$ cat src/rtl/mdio_mon_pkg.sv
package mdio_mon_pkg;
  localparam int ADDR_W     = 5;
  localparam int PHY_CNT    = 1 << ADDR_W;
  localparam int FRAME_BITS = 64;
  localparam int CNT_W      = $clog2(FRAME_BITS);
  localparam int DRIVE_BITS = 46;
  localparam int DATA_FIRST = 48;
  localparam int DATA_W     = 16;
  localparam int LINK_POS   = 2;
  localparam logic [ADDR_W-1:0] STATUS_REG = 5'd1;

  localparam logic [1:0] SEL_CTRL    = 2'd0;
  localparam logic [1:0] SEL_PRESENT = 2'd1;
  localparam logic [1:0] SEL_STATUS  = 2'd2;

  typedef struct packed {
    logic [ADDR_W-1:0] phy;
    logic              mon;
  } frame_tag_t;
endpackage

$ cat src/rtl/mdio_clk_div.sv
module mdio_clk_div #(
  parameter int HALF_W = 8
) (
  input  logic              clk,
  input  logic              rst_n,
  input  logic [HALF_W-1:0] half,
  output logic              mdc,
  output logic              rise,
  output logic              fall
);
  logic [HALF_W-1:0] cnt;
  logic [HALF_W-1:0] lim;
  logic              wrap;

  assign lim  = (half == '0) ? HALF_W'(1) : half;
  assign wrap = (cnt >= lim - HALF_W'(1));
  assign rise = wrap & ~mdc;
  assign fall = wrap & mdc;

  always_ff @(posedge clk) begin
    if (!rst_n) begin
      cnt <= '0;
      mdc <= 1'b0;
    end else if (wrap) begin
      cnt <= '0;
      mdc <= ~mdc;
    end else begin
      cnt <= cnt + HALF_W'(1);
    end
  end
endmodule

$ cat src/rtl/mdio_sched.sv
module mdio_sched
  import mdio_mon_pkg::*;
(
  input  logic              clk,
  input  logic              rst_n,
  input  logic              load,
  input  logic [ADDR_W-1:0] watch,
  output frame_tag_t        next_tag
);
  logic              turn_mon;
  logic [ADDR_W-1:0] scan_ptr;

  assign next_tag.mon = turn_mon;
  assign next_tag.phy = turn_mon ? watch : scan_ptr;

  always_ff @(posedge clk) begin
    if (!rst_n) begin
      turn_mon <= 1'b0;
      scan_ptr <= '0;
    end else if (load) begin
      turn_mon <= ~turn_mon;
      if (!turn_mon) scan_ptr <= scan_ptr + ADDR_W'(1);
    end
  end
endmodule

$ cat src/rtl/mdio_read_engine.sv
module mdio_read_engine
  import mdio_mon_pkg::*;
(
  input  logic              clk,
  input  logic              rst_n,
  input  logic              rise,
  input  logic              fall,
  input  frame_tag_t        next_tag,
  output logic              load,
  output logic              mdio_o,
  output logic              mdio_oe,
  input  logic              mdio_i,
  output logic              done,
  output logic [DATA_W-1:0] rd_data,
  output frame_tag_t        rd_tag
);
  logic                  run;
  logic [CNT_W-1:0]      bitcnt;
  frame_tag_t            tag_q;
  logic [DATA_W-1:0]     shreg;
  logic [DRIVE_BITS-1:0] hdr;
  logic [CNT_W-1:0]      hdr_idx;
  logic                  last_bit;

  assign last_bit = (bitcnt == CNT_W'(FRAME_BITS - 1));
  assign load     = fall & (~run | last_bit);
  assign hdr      = {32'hFFFF_FFFF, 2'b01, 2'b10, tag_q.phy, STATUS_REG};
  assign hdr_idx  = CNT_W'(DRIVE_BITS - 1) - bitcnt;
  assign mdio_oe  = run & (bitcnt < CNT_W'(DRIVE_BITS));
  assign mdio_o   = mdio_oe ? hdr[hdr_idx] : 1'b1;

  always_ff @(posedge clk) begin
    if (!rst_n) begin
      run     <= 1'b0;
      bitcnt  <= '0;
      tag_q   <= '0;
      shreg   <= '0;
      done    <= 1'b0;
      rd_data <= '0;
      rd_tag  <= '0;
    end else begin
      done <= 1'b0;
      if (load) begin
        run    <= 1'b1;
        bitcnt <= '0;
        tag_q  <= next_tag;
      end else if (fall && run) begin
        bitcnt <= bitcnt + CNT_W'(1);
      end
      if (rise && run && bitcnt >= CNT_W'(DATA_FIRST)) begin
        shreg <= {shreg[DATA_W-2:0], mdio_i};
        if (last_bit) begin
          done    <= 1'b1;
          rd_data <= {shreg[DATA_W-2:0], mdio_i};
          rd_tag  <= tag_q;
        end
      end
    end
  end
endmodule

$ cat src/rtl/mdio_link_monitor.sv
module mdio_link_monitor
  import mdio_mon_pkg::*;
#(
  parameter int HALF_W   = 8,
  parameter int DEF_HALF = 2
) (
  input  logic        clk,
  input  logic        rst_n,
  input  logic        reg_we,
  input  logic [1:0]  reg_addr,
  input  logic [31:0] reg_wdata,
  output logic [31:0] reg_rdata,
  output logic        mdc,
  output logic        mdio_o,
  output logic        mdio_oe,
  input  logic        mdio_i,
  output logic        irq
);
  logic [ADDR_W-1:0]  watch_q;
  logic               irq_en_q;
  logic [HALF_W-1:0]  half_q;
  logic [PHY_CNT-1:0] present_q;
  logic               link_q;
  logic               ev_q;

  logic               mdc_rise, mdc_fall, eng_load, eng_done;
  logic [DATA_W-1:0]  eng_data;
  frame_tag_t         eng_tag, sched_tag;
  logic               wr_ctrl, clr_ev, change;
  logic               unused_wbits;

  mdio_clk_div #(.HALF_W(HALF_W)) u_div (
    .clk(clk), .rst_n(rst_n), .half(half_q),
    .mdc(mdc), .rise(mdc_rise), .fall(mdc_fall)
  );

  mdio_sched u_sched (
    .clk(clk), .rst_n(rst_n), .load(eng_load),
    .watch(watch_q), .next_tag(sched_tag)
  );

  mdio_read_engine u_eng (
    .clk(clk), .rst_n(rst_n), .rise(mdc_rise), .fall(mdc_fall),
    .next_tag(sched_tag), .load(eng_load),
    .mdio_o(mdio_o), .mdio_oe(mdio_oe), .mdio_i(mdio_i),
    .done(eng_done), .rd_data(eng_data), .rd_tag(eng_tag)
  );

  assign wr_ctrl = reg_we && (reg_addr == SEL_CTRL);
  assign clr_ev  = reg_we && (reg_addr == SEL_STATUS) && reg_wdata[1];
  assign change  = eng_done && eng_tag.mon && (eng_data[LINK_POS] != link_q);
  assign irq     = ev_q & irq_en_q;
  assign unused_wbits = ^{reg_wdata[31:16+HALF_W], reg_wdata[15:9],
                          reg_wdata[7:5], reg_wdata[0]};

  always_ff @(posedge clk) begin
    if (!rst_n) begin
      watch_q   <= '0;
      irq_en_q  <= 1'b0;
      half_q    <= HALF_W'(DEF_HALF);
      present_q <= '0;
      link_q    <= 1'b0;
      ev_q      <= 1'b0;
    end else begin
      if (wr_ctrl) begin
        watch_q  <= reg_wdata[ADDR_W-1:0];
        irq_en_q <= reg_wdata[8];
        half_q   <= reg_wdata[16 +: HALF_W];
      end
      if (eng_done && !eng_tag.mon)
        present_q[eng_tag.phy] <= (eng_data != {DATA_W{1'b1}});
      if (eng_done && eng_tag.mon)
        link_q <= eng_data[LINK_POS];
      ev_q <= change | (ev_q & ~clr_ev);
    end
  end

  always_comb begin
    reg_rdata = '0;
    case (reg_addr)
      SEL_CTRL: begin
        reg_rdata[ADDR_W-1:0]  = watch_q;
        reg_rdata[8]           = irq_en_q;
        reg_rdata[16 +: HALF_W] = half_q;
      end
      SEL_PRESENT: reg_rdata = present_q;
      SEL_STATUS:  reg_rdata[1:0] = {ev_q, link_q};
      default:     reg_rdata = '0;
    endcase
  end
endmodule

$ cat config.mk
export PLATFORM = sky130hd
export DESIGN_NAME = mdio_link_monitor
export DESIGN_NICKNAME = d
export VERILOG_FILES = /design/src/rtl/mdio_mon_pkg.sv /design/src/rtl/mdio_clk_div.sv /design/src/rtl/mdio_sched.sv /design/src/rtl/mdio_read_engine.sv /design/src/rtl/mdio_link_monitor.sv
export SDC_FILE = /design/constraint.sdc
export NUM_CORES = 1
export LEC_CHECK = 0
export BUFFER_PORTS_ARGS = -buffer_cell sky130_fd_sc_hd__buf_2
export CORE_MARGIN = 2
export CORE_UTILIZATION = 42
export DETAILED_ROUTE_END_ITERATION = 7
export PLACE_DENSITY = 0.64
export SETUP_SLACK_MARGIN = 0.15
export SYNTH_ARGS = -nofsm -noshare
export SYNTH_HDL_FRONTEND = slang
export SYNTH_SLANG_ARGS = --single-unit
$ cat constraint.sdc
create_clock -name clk -period 4.2 [get_ports clk]
set_input_delay 0.84 -clock clk [delete_from_list [all_inputs] [get_ports clk]]
set_output_delay 0.84 -clock clk [all_outputs]
set_load 0.01 [all_outputs]
==> run summary <==
Port Buffers = 55
Die area = 14100 um^2
Nets@finish = 785
CP required = 4.54 ns
Clock transition at the registers of the reported paths = 0.05 ns
CTS tree = done
Final core utilization = 0.512
Fin. max-slew vios = 0
Core area = 12700 um^2
Clock period minus worst slack = 3.84 ns
Slew HR = 0.239
WL final = 13200 um
WP data arrival = 4.17 ns
VDD IR max = 0.302 mV
Postcts setup bufs = 0
GR Util All Layers = 0.191
I/O pin count = 74
Cell Area, Synth = 5530 um^2
Unrepaired setup endpoints after global routing = false
Predominant post-synthesis flop cell = dfxtp_1
Total of max-cap violations = 0
Routed Antenna Nets = 0
Final Hold Vio Count = 0
Worst min path class = reg2reg
Synth Instances = 696
Routed wire per std cell = 14.4 um
Pwr Density = 465 nW/um^2
Worst skew pair latency = 0.42 ns
Die Width = 119 um
Setup TNS = 0 ns
Net Count, Synth = 752
Crit path capture type = register
Syn_area_per_cell = 7.94 um^2
Worst hold stages = 1
Crit-path max FO = 40
Syn-to-layout area delta = 17.9%
Final instance area = 6510 um^2
Post-synth cell types = 50
Synth Warn # = 0
Register bit total from synthesis = 114
Layout cells sized above 1 = 0.140
Clk sinks = 114
Most frequent cells in the layout = 114 x dfxtp_1, 88 x nand2_1, 78 x a21oi_1
Vias/cell = 5.39
Leak pwr = 2.35 nW
EDFF count, synth = 0
Most common cell after layout, fill and taps aside = dfxtp_1
Post-synthesis sequential area ratio = 0.413
Status = finished, final reports clean
Fin crit share = 0.913
Asr flop ratio synth = 0
Fillers = 1238
Starting density of the core = 0.434
Cell area after placement = 5910 um^2
CP startpoint kind = register
DRC Markers = 0
CTS max path bufs = 2
Initial antenna violation count = 0
Worst reg-to-reg path cell count = 14
CTS Buf Count = 17
Final setup fails = 0
Ant. Diodes = 0
H-tree level count = 4
CTS Root Cell = clkbuf_16
Die Ht = 119 um
Via count = 4918
Slew @ Worst Pin = 1.14 ns
GP Congestion = 0.815
Fmax = 261 MHz
Vias in the first global route = 4645
Rows = 41
Drt pass-1 iters = 7
Max Clock Skew = 0.0122 ns
Initial DRC count = 399
DP HPWL = 8810 um
Grt total ovfl = 0
Largest net degree at the start of global routing = 50
WS Path Type = reg2reg
Cts hold-fix bufs = 0
First-pass GRT wire length = 22000 um
[worst paths after layout]
path              slack, ns                    start                           end
setup / recovery       0.36   half_q[4]$_SDFFE_PN0P_  u_eng.bitcnt[3]$_SDFFE_PP0P_
hold / removal         0.45  u_div.cnt[0]$_SDFF_PP0_       u_div.cnt[0]$_SDFF_PP0_
setup reg to reg       0.36   half_q[4]$_SDFFE_PN0P_  u_eng.bitcnt[3]$_SDFFE_PP0P_
hold reg to reg        0.45  u_div.cnt[0]$_SDFF_PP0_       u_div.cnt[0]$_SDFF_PP0_
[state kept, by name (all words and copies together), names as in the netlist]
name	count
ev_q	1
watch_q	5
u_div.cnt	8
u_eng.hdr	5
u_sched.turn_mon	1
irq_en_q	1
u_div.mdc	1
u_eng.done	1
u_eng.bitcnt	6
u_eng.tag_q	1
u_eng.shreg	15
u_eng.rd_data	16
half_q	8
u_sched.scan_ptr	5
present_q	32
u_eng.rd_tag	6
link_q	1
u_eng.run	1
[per-layer routing]
layer | global-route usage | up-vias | routed length [um]
met3 | 0.0589 | 15 | 611
met5 | 0 | - | 0
li1 | - | 2482 | -
met2 | 0.304 | 112 | 6260
met1 | 0.241 | 2309 | 6130
met4 | 0.0729 | 0 | 173
[critical path, cell delays in order, from the launching register on]
cell and delay [ns]:
dfxtp_1 0.35, or4_2 0.64, or3_1 0.35, nor2_1 0.14, nor2_1 0.08, ha_1 0.22, inv_1 0.07, nor2_1 0.05
xnor2_1 0.11, ha_1 0.30, nand4_1 0.20, o31a_2 0.39, buf_12 0.18, or4_1 0.51, a21oi_1 0.16
[synth_stat cells, types with 2 or more instances]
| master | n | area share |
|---|---|---|
| a21oi_1 | 78 | 0.071 |
| inv_1 | 8 | 0.0054 |
| xnor2_1 | 7 | 0.011 |
| or3_2 | 2 | 0.0027 |
| nand4b_1 | 2 | 0.0032 |
| buf_4 | 2 | 0.0027 |
| or3_1 | 3 | 0.0034 |
| o211ai_1 | 2 | 0.0027 |
| nor3b_1 | 7 | 0.0095 |
| nand2_1 | 88 | 0.060 |
| o31ai_1 | 5 | 0.0068 |
| buf_2 | 7 | 0.0063 |
| or4_1 | 5 | 0.0068 |
| o21ai_0 | 38 | 0.034 |
| nand3b_1 | 6 | 0.0082 |
| clkbuf_1 | 36 | 0.024 |
| nor2b_1 | 3 | 0.0034 |
| nor2_1 | 76 | 0.052 |
| nor3_1 | 40 | 0.036 |
| mux2i_1 | 40 | 0.072 |
| nand4_1 | 7 | 0.0079 |
| ha_1 | 18 | 0.041 |
| o21a_1 | 2 | 0.0027 |
| and2_1 | 20 | 0.023 |
| nand3_1 | 35 | 0.032 |
| a211oi_1 | 5 | 0.0068 |
| xor2_1 | 5 | 0.0079 |
| dfxtp_1 | 114 | 0.41 |
| buf_1 | 5 | 0.0034 |
| nand2b_1 | 4 | 0.0045 |
| and3_1 | 7 | 0.0079 |
[per-stage QoR]
| stage | setup WS [ns] | hold slack [ns] | power [mW] | cells |
|---|---|---|---|---|
| 6_report | 0.365 | 0.452 | 3.03 | 913 |
| 3_5_place_dp | 0.156 | 0.446 | 1.58 | 882 |
| 2_1_floorplan | 0.644 | 0.426 | 1.45 | 696 |
| 3_3_place_gp | 0.243 | 0.443 | 1.57 | 882 |
| 5_1_grt | 0.160 | 0.492 | 3.15 | 913 |
| 4_1_cts | 0.295 | 0.459 | 3.05 | 913 |
[area by class of cell]
type | count | area, um^2 | area share
Multi-Input combinational cell | 523 | 3020 | 0.464
Clock buffer | 21 | 470 | 0.0722
Clock inverter | 10 | 133 | 0.0204
Timing Repair Buffer | 64 | 355 | 0.0546
Sequential cell | 114 | 2280 | 0.350
Tap cell | 172 | 215 | 0.0330
Inverter | 9 | 33.8 | 0.00519
[repair_timing]
item | CTS | global route
endpoints found under the setup margin | 2 | 11
pin swaps | 0 | 1
resized for setup | 1 | 0
[report_power, final]
| part | internal, mW | total (mW) | switching [mW] |
|---|---|---|---|
| logic | 0.145 | 0.401 | 0.256 |
| clock network | 0.970 | 1.47 | 0.496 |
| registers | 1.12 | 1.16 | 0.0434 |
| total | 2.23 | 3.03 | 0.795 |
[cells by family (layout without fill, tap and decap cells)]
family / after synthesis / in the layout / share of synthesized area
AND/OR/NAND/NOR: 311 / 311 / 0.268
AO/OA/AOI/OAI: 141 / 141 / 0.140
flip-flops: 114 / 114 / 0.413
buffers and inverters: 59 / 104 / 0.0430
multiplexers: 41 / 41 / 0.0765
adder cells (fa/ha/maj): 18 / 18 / 0.0408
XOR/XNOR: 12 / 12 / 0.0190
Power figures use the tool's default switching activity.
